$ cat src/rtl/io_lane_pkg.sv
// Package: shared types for the byte-lane I/O port bank.
// Assumes: a 16-bit data bus split into two byte lanes.
package io_lane_pkg;

    localparam int unsigned LANES = 2;

    typedef logic [7:0] byte_t;

    // Lane selection produced by the address decoder.
    typedef struct packed {
        logic hi;   // data bits 15:8 take part
        logic lo;   // data bits 7:0 take part
    } lane_sel_t;

endpackage

$ cat src/rtl/io_lane_decode.sv
// Module: io_lane_decode
// Matches an I/O address against the port bank and derives the byte lanes
// from address bit 0 and the active-low byte-high-enable.
// Assumes: BASE_ADDR is even; io_cycle stays stable for the whole bus cycle.
module io_lane_decode
    import io_lane_pkg::*;
#(
    parameter logic [15:0] BASE_ADDR = 16'h0040,
    parameter int unsigned NUM_PAIRS = 2,
    parameter int unsigned PAIR_W    = 1
) (
    input  logic [15:0]       io_addr,
    input  logic              bhe_n,
    input  logic              io_cycle,
    output lane_sel_t         sel,
    output logic [PAIR_W-1:0] pair
);

    localparam logic [14:0] BASE_PAIR = BASE_ADDR[15:1];
    localparam logic [14:0] PAIR_CNT  = 15'(NUM_PAIRS);

    logic [14:0] offset;
    logic        hit;

    // Word-pair offset from the base and the in-range test.
    always_comb begin
        offset = io_addr[15:1] - BASE_PAIR;
        hit    = io_cycle && (offset < PAIR_CNT);
        pair   = offset[PAIR_W-1:0];
    end

    // Lane steering: bit 0 low opens the low lane, bhe_n low opens the high lane.
    always_comb begin
        sel.lo = hit && !io_addr[0];
        sel.hi = hit && !bhe_n;
    end

endmodule

$ cat src/rtl/io_lane_strobe.sv
// Module: io_lane_strobe
// Turns the raw bus strobes into the internal write enable, the read start
// pulse and the read drive window. A write takes priority over a read.
// Assumes: strobes are synchronous to clk, or synchronised before this block.
module io_lane_strobe (
    input  logic clk,
    input  logic rst_n,
    input  logic rd_n,
    input  logic wr_n,
    output logic wr_act,
    output logic rd_start,
    output logic rd_drive
);

    logic rd_act;
    logic rd_prev;

    // Active strobe levels; a read that overlaps a write is dropped.
    always_comb begin
        wr_act = !wr_n;
        rd_act = !rd_n && wr_n;
    end

    // Remember whether the read was active at the previous edge.
    always_ff @(posedge clk) begin
        if (!rst_n) begin
            rd_prev <= 1'b0;
        end else begin
            rd_prev <= rd_act;
        end
    end

    // First edge of a read samples; later cycles drive the bus.
    always_comb begin
        rd_start = rd_act && !rd_prev;
        rd_drive = rd_act && rd_prev;
    end

endmodule

$ cat src/rtl/io_lane_byte_port.sv
// Module: io_lane_byte_port
// One byte-wide port: an output latch written from the bus and an input
// sample register loaded from the pins.
// Assumes: the enables are already qualified by decode and strobe logic.
module io_lane_byte_port
    import io_lane_pkg::*;
(
    input  logic  clk,
    input  logic  rst_n,
    input  logic  wr_en,
    input  byte_t wr_byte,
    input  logic  smp_en,
    input  byte_t pin_byte,
    output byte_t out_byte,
    output byte_t in_byte
);

    // Output latch: loads the bus lane while the write is selected.
    always_ff @(posedge clk) begin
        if (!rst_n) begin
            out_byte <= '0;
        end else if (wr_en) begin
            out_byte <= wr_byte;
        end
    end

    // Input sample: captures the pins at the start of a selected read.
    always_ff @(posedge clk) begin
        if (!rst_n) begin
            in_byte <= '0;
        end else if (smp_en) begin
            in_byte <= pin_byte;
        end
    end

endmodule

$ cat src/rtl/io_lane_ports.sv
// Module: io_lane_ports (top)
// Bank of 2*NUM_PAIRS byte ports at BASE_ADDR upwards on a 16-bit I/O bus.
// Even ports use data bits 7:0 and odd ports use bits 15:8; an even/odd pair
// moves as one word when both lanes are enabled.
// Assumes: demultiplexed, latched address; BASE_ADDR even; synchronous strobes.
module io_lane_ports
    import io_lane_pkg::*;
#(
    parameter logic [15:0] BASE_ADDR = 16'h0040,
    parameter int unsigned NUM_PAIRS = 2,
    localparam int unsigned NUM_BYTES = 2 * NUM_PAIRS,
    localparam int unsigned PAIR_W    = (NUM_PAIRS > 1) ? $clog2(NUM_PAIRS) : 1,
    localparam int unsigned PIN_W     = 8 * NUM_BYTES
) (
    input  logic             clk,
    input  logic             rst_n,
    input  logic [15:0]      io_addr,
    input  logic             bhe_n,
    input  logic             io_cycle,
    input  logic             rd_n,
    input  logic             wr_n,
    input  logic [15:0]      wdata,
    output logic [15:0]      rdata,
    output logic [1:0]       rlane_en,
    input  logic [PIN_W-1:0] pin_in,
    output logic [PIN_W-1:0] pin_out
);

    lane_sel_t         sel;
    logic [PAIR_W-1:0] pair;
    logic              wr_act;
    logic              rd_start;
    logic              rd_drive;
    byte_t             in_bytes  [NUM_PAIRS][LANES];

    io_lane_decode #(
        .BASE_ADDR (BASE_ADDR),
        .NUM_PAIRS (NUM_PAIRS),
        .PAIR_W    (PAIR_W)
    ) u_decode (
        .io_addr  (io_addr),
        .bhe_n    (bhe_n),
        .io_cycle (io_cycle),
        .sel      (sel),
        .pair     (pair)
    );

    io_lane_strobe u_strobe (
        .clk      (clk),
        .rst_n    (rst_n),
        .rd_n     (rd_n),
        .wr_n     (wr_n),
        .wr_act   (wr_act),
        .rd_start (rd_start),
        .rd_drive (rd_drive)
    );

    for (genvar p = 0; p < NUM_PAIRS; p++) begin : g_pair
        logic pair_hit;

        // This pair is the one the address points at.
        always_comb pair_hit = (pair == PAIR_W'(p));

        for (genvar l = 0; l < LANES; l++) begin : g_lane
            logic lane_on;
            byte_t out_byte;

            // Lane 0 follows the low-lane select, lane 1 the high-lane select.
            always_comb lane_on = pair_hit && ((l == 0) ? sel.lo : sel.hi);

            io_lane_byte_port u_port (
                .clk      (clk),
                .rst_n    (rst_n),
                .wr_en    (wr_act && lane_on),
                .wr_byte  (wdata[8*l +: 8]),
                .smp_en   (rd_start && lane_on),
                .pin_byte (pin_in[8*(2*p+l) +: 8]),
                .out_byte (out_byte),
                .in_byte  (in_bytes[p][l])
            );

            // Place the latch on its own slice of the output pins.
            always_comb pin_out[8*(2*p+l) +: 8] = out_byte;
        end
    end

    // Read path: drive selected lanes in the read window, zero the rest.
    always_comb begin
        rlane_en = 2'b00;
        rdata    = '0;
        if (rd_drive) begin
            rlane_en = {sel.hi, sel.lo};
            for (int p = 0; p < NUM_PAIRS; p++) begin
                if (pair == PAIR_W'(p)) begin
                    if (sel.lo) rdata[7:0]  = in_bytes[p][0];
                    if (sel.hi) rdata[15:8] = in_bytes[p][1];
                end
            end
        end
    end

endmodule

$ cat config.mk
export PLATFORM = sky130hd
export DESIGN_NAME = io_lane_ports
export DESIGN_NICKNAME = d
export VERILOG_FILES = /design/src/rtl/io_lane_pkg.sv /design/src/rtl/io_lane_decode.sv /design/src/rtl/io_lane_strobe.sv /design/src/rtl/io_lane_byte_port.sv /design/src/rtl/io_lane_ports.sv
export SDC_FILE = /design/constraint.sdc
export NUM_CORES = 1
export LEC_CHECK = 0
export BUFFER_PORTS_ARGS = -buffer_cell sky130_fd_sc_hd__buf_2
export CAP_MARGIN = 15
export CORE_MARGIN = 3
export CORE_UTILIZATION = 40
export CTS_CLUSTER_SIZE = 14
export DETAILED_ROUTE_END_ITERATION = 8
export GPL_TIMING_DRIVEN = 0
export PLACE_DENSITY_LB_ADDON = 0.2
export SYNTH_ARGS = -nofsm -noshare
export SYNTH_HDL_FRONTEND = slang
export SYNTH_SLANG_ARGS = --single-unit
$ cat constraint.sdc
create_clock -name clk -period 3.9 [get_ports clk]
set_input_delay 0.78 -clock clk [delete_from_list [all_inputs] [get_ports clk]]
set_output_delay 0.78 -clock clk [all_outputs]
set_load 0.005 [all_outputs]
==> results.yml, run 1 <==
clock_network:
  cts_hold_buffers: 0
  clk_pin_slew_worst_paths_ns: 0.07
  clockBufferDepth: 2
  cts_setup_buffers: 0
  cts.sinks: 65
  root_buffer: "clkbuf_8"
  htreeDepth: 3
  cts_resized: 0
  tritoncts: "built"
  clk_latency_ns: 0.34
  numCtsBuffers: 9
setup_path:
  critPathArrivalTime_ns: 2.45
  worstReg2RegEnd: "g_pair[0].g_lane[1].u_port.in_byte[0]"
  worstRegToRegCells: 5
  critPathLaunchType: "input port"
  end_kind: "output pin"
  rrSetupSlack_ns: 2.15
  r2r-start: "u_strobe.rd_prev"
  critPathMaxFanout: 10
  required_ns: 3.12
  critPathLaunch: "io_addr[7]"
  worstSetupPathType: "in2out"
die:
  rows: 31
  start_util: 0.425
  ios: 120
  core_area_um2: 7450
  die_h_um: 95.0
  fp.dieArea_um2: 9020
  die_x_um: 95.0
sta:
  finalMaxSlewViolations: 0
  fin_tns_setup_ns: 0
  fmaxAchievable_mhz: 310
  fin_crit_sh: 0.828
  tightest_slew_ns: 0.533
  rsz0062_at_grt: "false"
  setup_viol: 0
  finClkSkew_ns: 0.00560
  final-hold-violation-count: 0
  slew_headroom: 0.642
  fin_crit_ns: 3.23
synth:
  synth_top_cell_area_share: 0.411
  yosys_warnings: 0
  synth_fa_ha_area_frac: 0
  ys_ff_latch: 65
  yosys-top-cells-area: "dfxtp_1, a21boi_1, nand3_1, o21ai_0, nand4_1"
  synth_area_um2: 3170
  muxShareOfSynthArea: 0
  synth_xor_area_frac: 0
  synth_cell_types: 25
  syn_nets: 446
  yosys.area_share.simple: 0.242
  yosys.area.top_type: "dfxtp_1"
  ys_seq_area_frac: 0.411
  synth_compound_area_frac: 0.278
  synth_top_family_by_area: "compound AO/OA/AOI/OAI gates"
  postSynthCellCount: 376
  avgSynthCellArea_um2: 8.43
power_and_ir_drop:
  pwr-share-comb: 0.081
  clkPwrFrac: 0.401
  internal_power_uw: 954
  power_switching_uw: 328
  finalPower_uw: 1280
  pwr_density_cell_nw_per_um2: 316
  irDropWorstVdd_v: 0.000203
  seqPwrFrac: 0.518
  power.leakage_uw: 0.00155
  switching_share: 0.256
worst_hold_path:
  hold_path_class: "reg2reg"
  hold_depth: 2
  hold_start: "g_pair[0].g_lane[1].u_port.out_byte[6]"
  whs_endpoint: "g_pair[0].g_lane[1].u_port.out_byte[6]"
job:
  maxCapViolCount: 0
finish:
  fin_area_um2: 4060
  nNetsFinal: 575
  seq_area_um2: 1300
  area_growth_pct: 28.0
  layout_commonest_cell: "buf_2"
  mostFrequentLayoutCells: "buf_2, dfxtp_1, nand3_1, o21ai_0, a21boi_1"
  nFillCells: 790
  diodes: 0
  stdcell_count: 609
  multiInputGateArea_um2: 1650
  final_util: 0.545
  drive_above_1_share: 0.306
global_routing:
  grt_max_degree: 12
  grt_overflow: 0
  grt_pass1_vias: 3339
  antenna_found_initial: 0
  grt_pass1_wl_um: 15700
  grtUsageTotal: 0.222
drt:
  drc_errors: 0
  first_iter_violations: 91
  ant_nets: 0
  finalWirelength_um: 9700
  vias_per_cell: 5.53
  drtPass1Iterations: 4
  avgRoutedWirePerCell_um: 15.9
  vias: 3365
status:
  outcome: "completed"
place:
  gp_congestion: 0.826
  dp_cells: 593
  placedInstanceArea_um2: 3880
  hpwl_um: 7300
  io_buffers: 118
## power groups by stage
stage	Combinational (µW)	Sequential, µW	Clock (µW)
after floorplan	44.7	679	0
after global placement	102	679	0
after detailed placement	103	679	0
after CTS	104	664	521
after global routing	114	664	549
final	104	664	514
## cells by family (layout without fill, tap and decap cells)
| logic type | after synthesis | after routing |
|---|---|---|
| AO/OA/AOI/OAI | 144 | 144 |
| AND/OR/NAND/NOR | 126 | 126 |
| flip-flops | 65 | 65 |
| buffers and inverters | 41 | 175 |
## worst max path at each step
| stage | endpoint | slack (ns) | cells past startpoint |
|---|---|---|---|
| final | rdata[12] | 0.67 | 9 |
| after global routing | rdata[0] | 0.36 | 8 |
| after CTS | rdata[12] | 0.67 | 9 |
| after detailed placement | rdata[12] | 0.67 | 9 |
| after global placement | rdata[15] | 0.69 | 9 |
| after floorplan | rdata[10] | 1.15 | 7 |
## per-layer routing
layer / vias up / track usage / routed length (µm)
li1: 1670 / - / -
met1: 1574 / 0.285 / 4360
met2: 108 / 0.367 / 4610
met3: 13 / 0.0494 / 625
met4: 0 / 0.0733 / 112
met5: - / 0 / 0
## worst max-delay path, stage by stage
cell and delay (ns):
buf_2 0.12, nor4b_4 0.45, buf_6 0.21, and4_1 0.18
buf_4 0.14, buf_6 0.14, nand3_1 0.08, a21oi_1 0.18
buf_2 0.14
## synth_stat cells (all sizes together)
master  number
a21boi      64
a21oi       16
and3b        2
and4         5
buf         17
clkbuf      23
clkinv       1
dfxtp       65
nand2        4
nand2b       1
nand3       64
nand3b       1
nand4       37
nor2         4
nor3b        1
nor4         3
nor4b        2
o21ai       64
or2          1
or4b         1
## final cells by class
class	instances	share of cell area
repair buffers	118	0.146
clock buffers	11	0.0349
plain buffers	40	0.0528
clock inverters	5	0.00771
flip-flops and latches	65	0.321
multi-input cells	270	0.407
inverters	1	0.000926
well taps	99	0.0305
## through the flow
step | setup WS [ns] | hold slack [ns]
2_1_floorplan | 1.15 | 0.449
3_3_place_gp | 0.692 | 0.454
3_5_place_dp | 0.669 | 0.462
4_1_cts | 0.669 | 0.472
5_1_grt | 0.365 | 0.492
6_report | 0.671 | 0.470
## registers in the layout (all words and copies together) (netlist names)
signal / flops
g_pair.g_lane.u_port.in_byte: 32
u_strobe.rd_prev: 1
g_pair.g_lane.u_port.out_byte: 32
Power figures use the tool's default switching activity.
==> inputs of run 2 (changes only) <==
- clock period: 3.9 -> 3.2 ns (I/O delays scaled with it)
==> results.yml, run 2 (synthesis gave the netlist of run 1 again) <==
status:
  outcome: "completed"
sta:
  setup_viol: 0
  slew_headroom: 0.651
  fmaxAchievable_mhz: 340
  fin_crit_ns: 2.94
  layout_setup_ws_ns: 0.260
  finClkSkew_ns: 0.00551
  whs_ns: 0.470
  fin_crit_sh: 0.919
  fin_tns_setup_ns: 0
  final-hold-violation-count: 0
  tightest_slew_ns: 0.524
  rsz0062_at_grt: "false"
  finalMaxSlewViolations: 0
finish:
  layout_commonest_cell: "buf_2"
  drive_above_1_share: 0.308
  diodes: 0
  mostFrequentLayoutCells: "buf_2, dfxtp_1, nand3_1, o21ai_0, a21boi_1"
  largestRegisters: "g_pair.g_lane.u_port.in_byte x32, g_pair.g_lane.u_port.out_byte x32, u_strobe.rd_prev x1"
  fin_area_um2: 4060
  area_growth_pct: 28.2
  nNetsFinal: 575
  nFillCells: 788
drt:
  avgRoutedWirePerCell_um: 15.8
  drc_errors: 0
  ant_nets: 0
  vias: 3377
  vias_per_cell: 5.55
  first_iter_violations: 92
  finalWirelength_um: 9650
  drtPass1Iterations: 4
setup_path:
  path_cells: "buf_2 > nor4b_4 > buf_6 > and4_1 > buf_4 > buf_6 > nand3_1 > a21oi_1 > buf_2"
  critPathLaunchType: "input port"
  slowest_delay_ns: 0.45
  critPathArrivalTime_ns: 2.30
  critPathMaxFanout: 10
  worstRegToRegCells: 5
  required_ns: 2.56
  worstSetupPathType: "in2out"
  cp_slowest_cell: "nor4b_4"
  end_kind: "output pin"
die:
  ios: 120
  die_x_um: 95.0
  rows: 31
  core_area_um2: 7450
  die_h_um: 95.0
  fp.dieArea_um2: 9020
  start_util: 0.425
power_and_ir_drop:
  power.leakage_uw: 0.00155
  irDropWorstVdd_v: 0.000246
  pwr_density_cell_nw_per_um2: 384
place:
  gp_congestion: 0.826
  placedInstanceArea_um2: 3880
  hpwl_um: 7300
  pre_cts_ws_ns: 0.249
  io_buffers: 118
worst_hold_path:
  hold_depth: 2
  hold_path_class: "reg2reg"
clock_network:
  numCtsBuffers: 9
  tritoncts: "built"
  cts_resized: 0
  clockBufferDepth: 2
  cts_setup_buffers: 0
  root_buffer: "clkbuf_8"
  htreeDepth: 3
  clk_pin_slew_worst_paths_ns: 0.07
  cts.sinks: 65
  cts_hold_buffers: 0
  clk_latency_ns: 0.34
job:
  maxCapViolCount: 0
global_routing:
  grt_pass1_wl_um: 15700
  grt_pass1_vias: 3339
  grt_max_degree: 12
  grt_overflow: 0
  grtUsageTotal: 0.222
  antenna_found_initial: 0
## run 2: area by class of cell
cell class / instances / area (µm²) / area share
Sequential cell: 65 / 1300 / 0.320
Clock buffer: 11 / 141 / 0.0348
Inverter: 1 / 3.75 / 0.000924
Multi-Input combinational cell: 270 / 1660 / 0.408
Tap cell: 99 / 124 / 0.0305
Buffer: 40 / 214 / 0.0527
Timing Repair Buffer: 118 / 591 / 0.145
Clock inverter: 5 / 31.3 / 0.00770
## run 2: path summary, 6_finish.rpt
path / start / endpoint / slack, ns
worst max-delay path: io_addr[7] / rdata[12] / 0.26
worst min-delay path: g_pair[0].g_lane[1].u_port.out_byte[6] / g_pair[0].g_lane[1].u_port.out_byte[6] / 0.47
worst max register to register: u_strobe.rd_prev / g_pair[0].g_lane[1].u_port.in_byte[0] / 1.45
worst min register to register: g_pair[0].g_lane[1].u_port.out_byte[6] / g_pair[0].g_lane[1].u_port.out_byte[6] / 0.47
## run 2: worst max-delay path: cells and delay by family
| family | cells | cell delay, ns |
|---|---|---|
| and+or+nand+nor | 3 | 0.71 |
| AOI/OAI and AO/OA | 1 | 0.18 |
| buffers and inverters | 5 | 0.76 |
## run 2: stage by stage
| step | cells | total power [µW] | utilization |
|---|---|---|---|
| 5_1_grt | 609 | 1620 | 0.545 |
| 6_report | 609 | 1560 | 0.545 |
| 3_3_place_gp | 593 | 952 | 0.521 |
| 4_1_cts | 609 | 1570 | 0.545 |
| 2_1_floorplan | 376 | 882 | - |
| 3_5_place_dp | 593 | 954 | 0.521 |
## run 2: report_power, final
group	total [µW]	internal [µW]	leakage (µW)	switching, µW
clock	623	300	0.0000891	324
combinational	127	54.0	0.000940	73.4
sequential	809	809	0.000523	0.359
## run 2: per-layer routing
layer | GRT usage | up-vias | routed length (µm)
met5 | 0 | - | 0
met4 | 0.0733 | 0 | 112
met3 | 0.0494 | 13 | 608
met2 | 0.367 | 98 | 4620
met1 | 0.285 | 1600 | 4310
li1 | - | 1666 | -
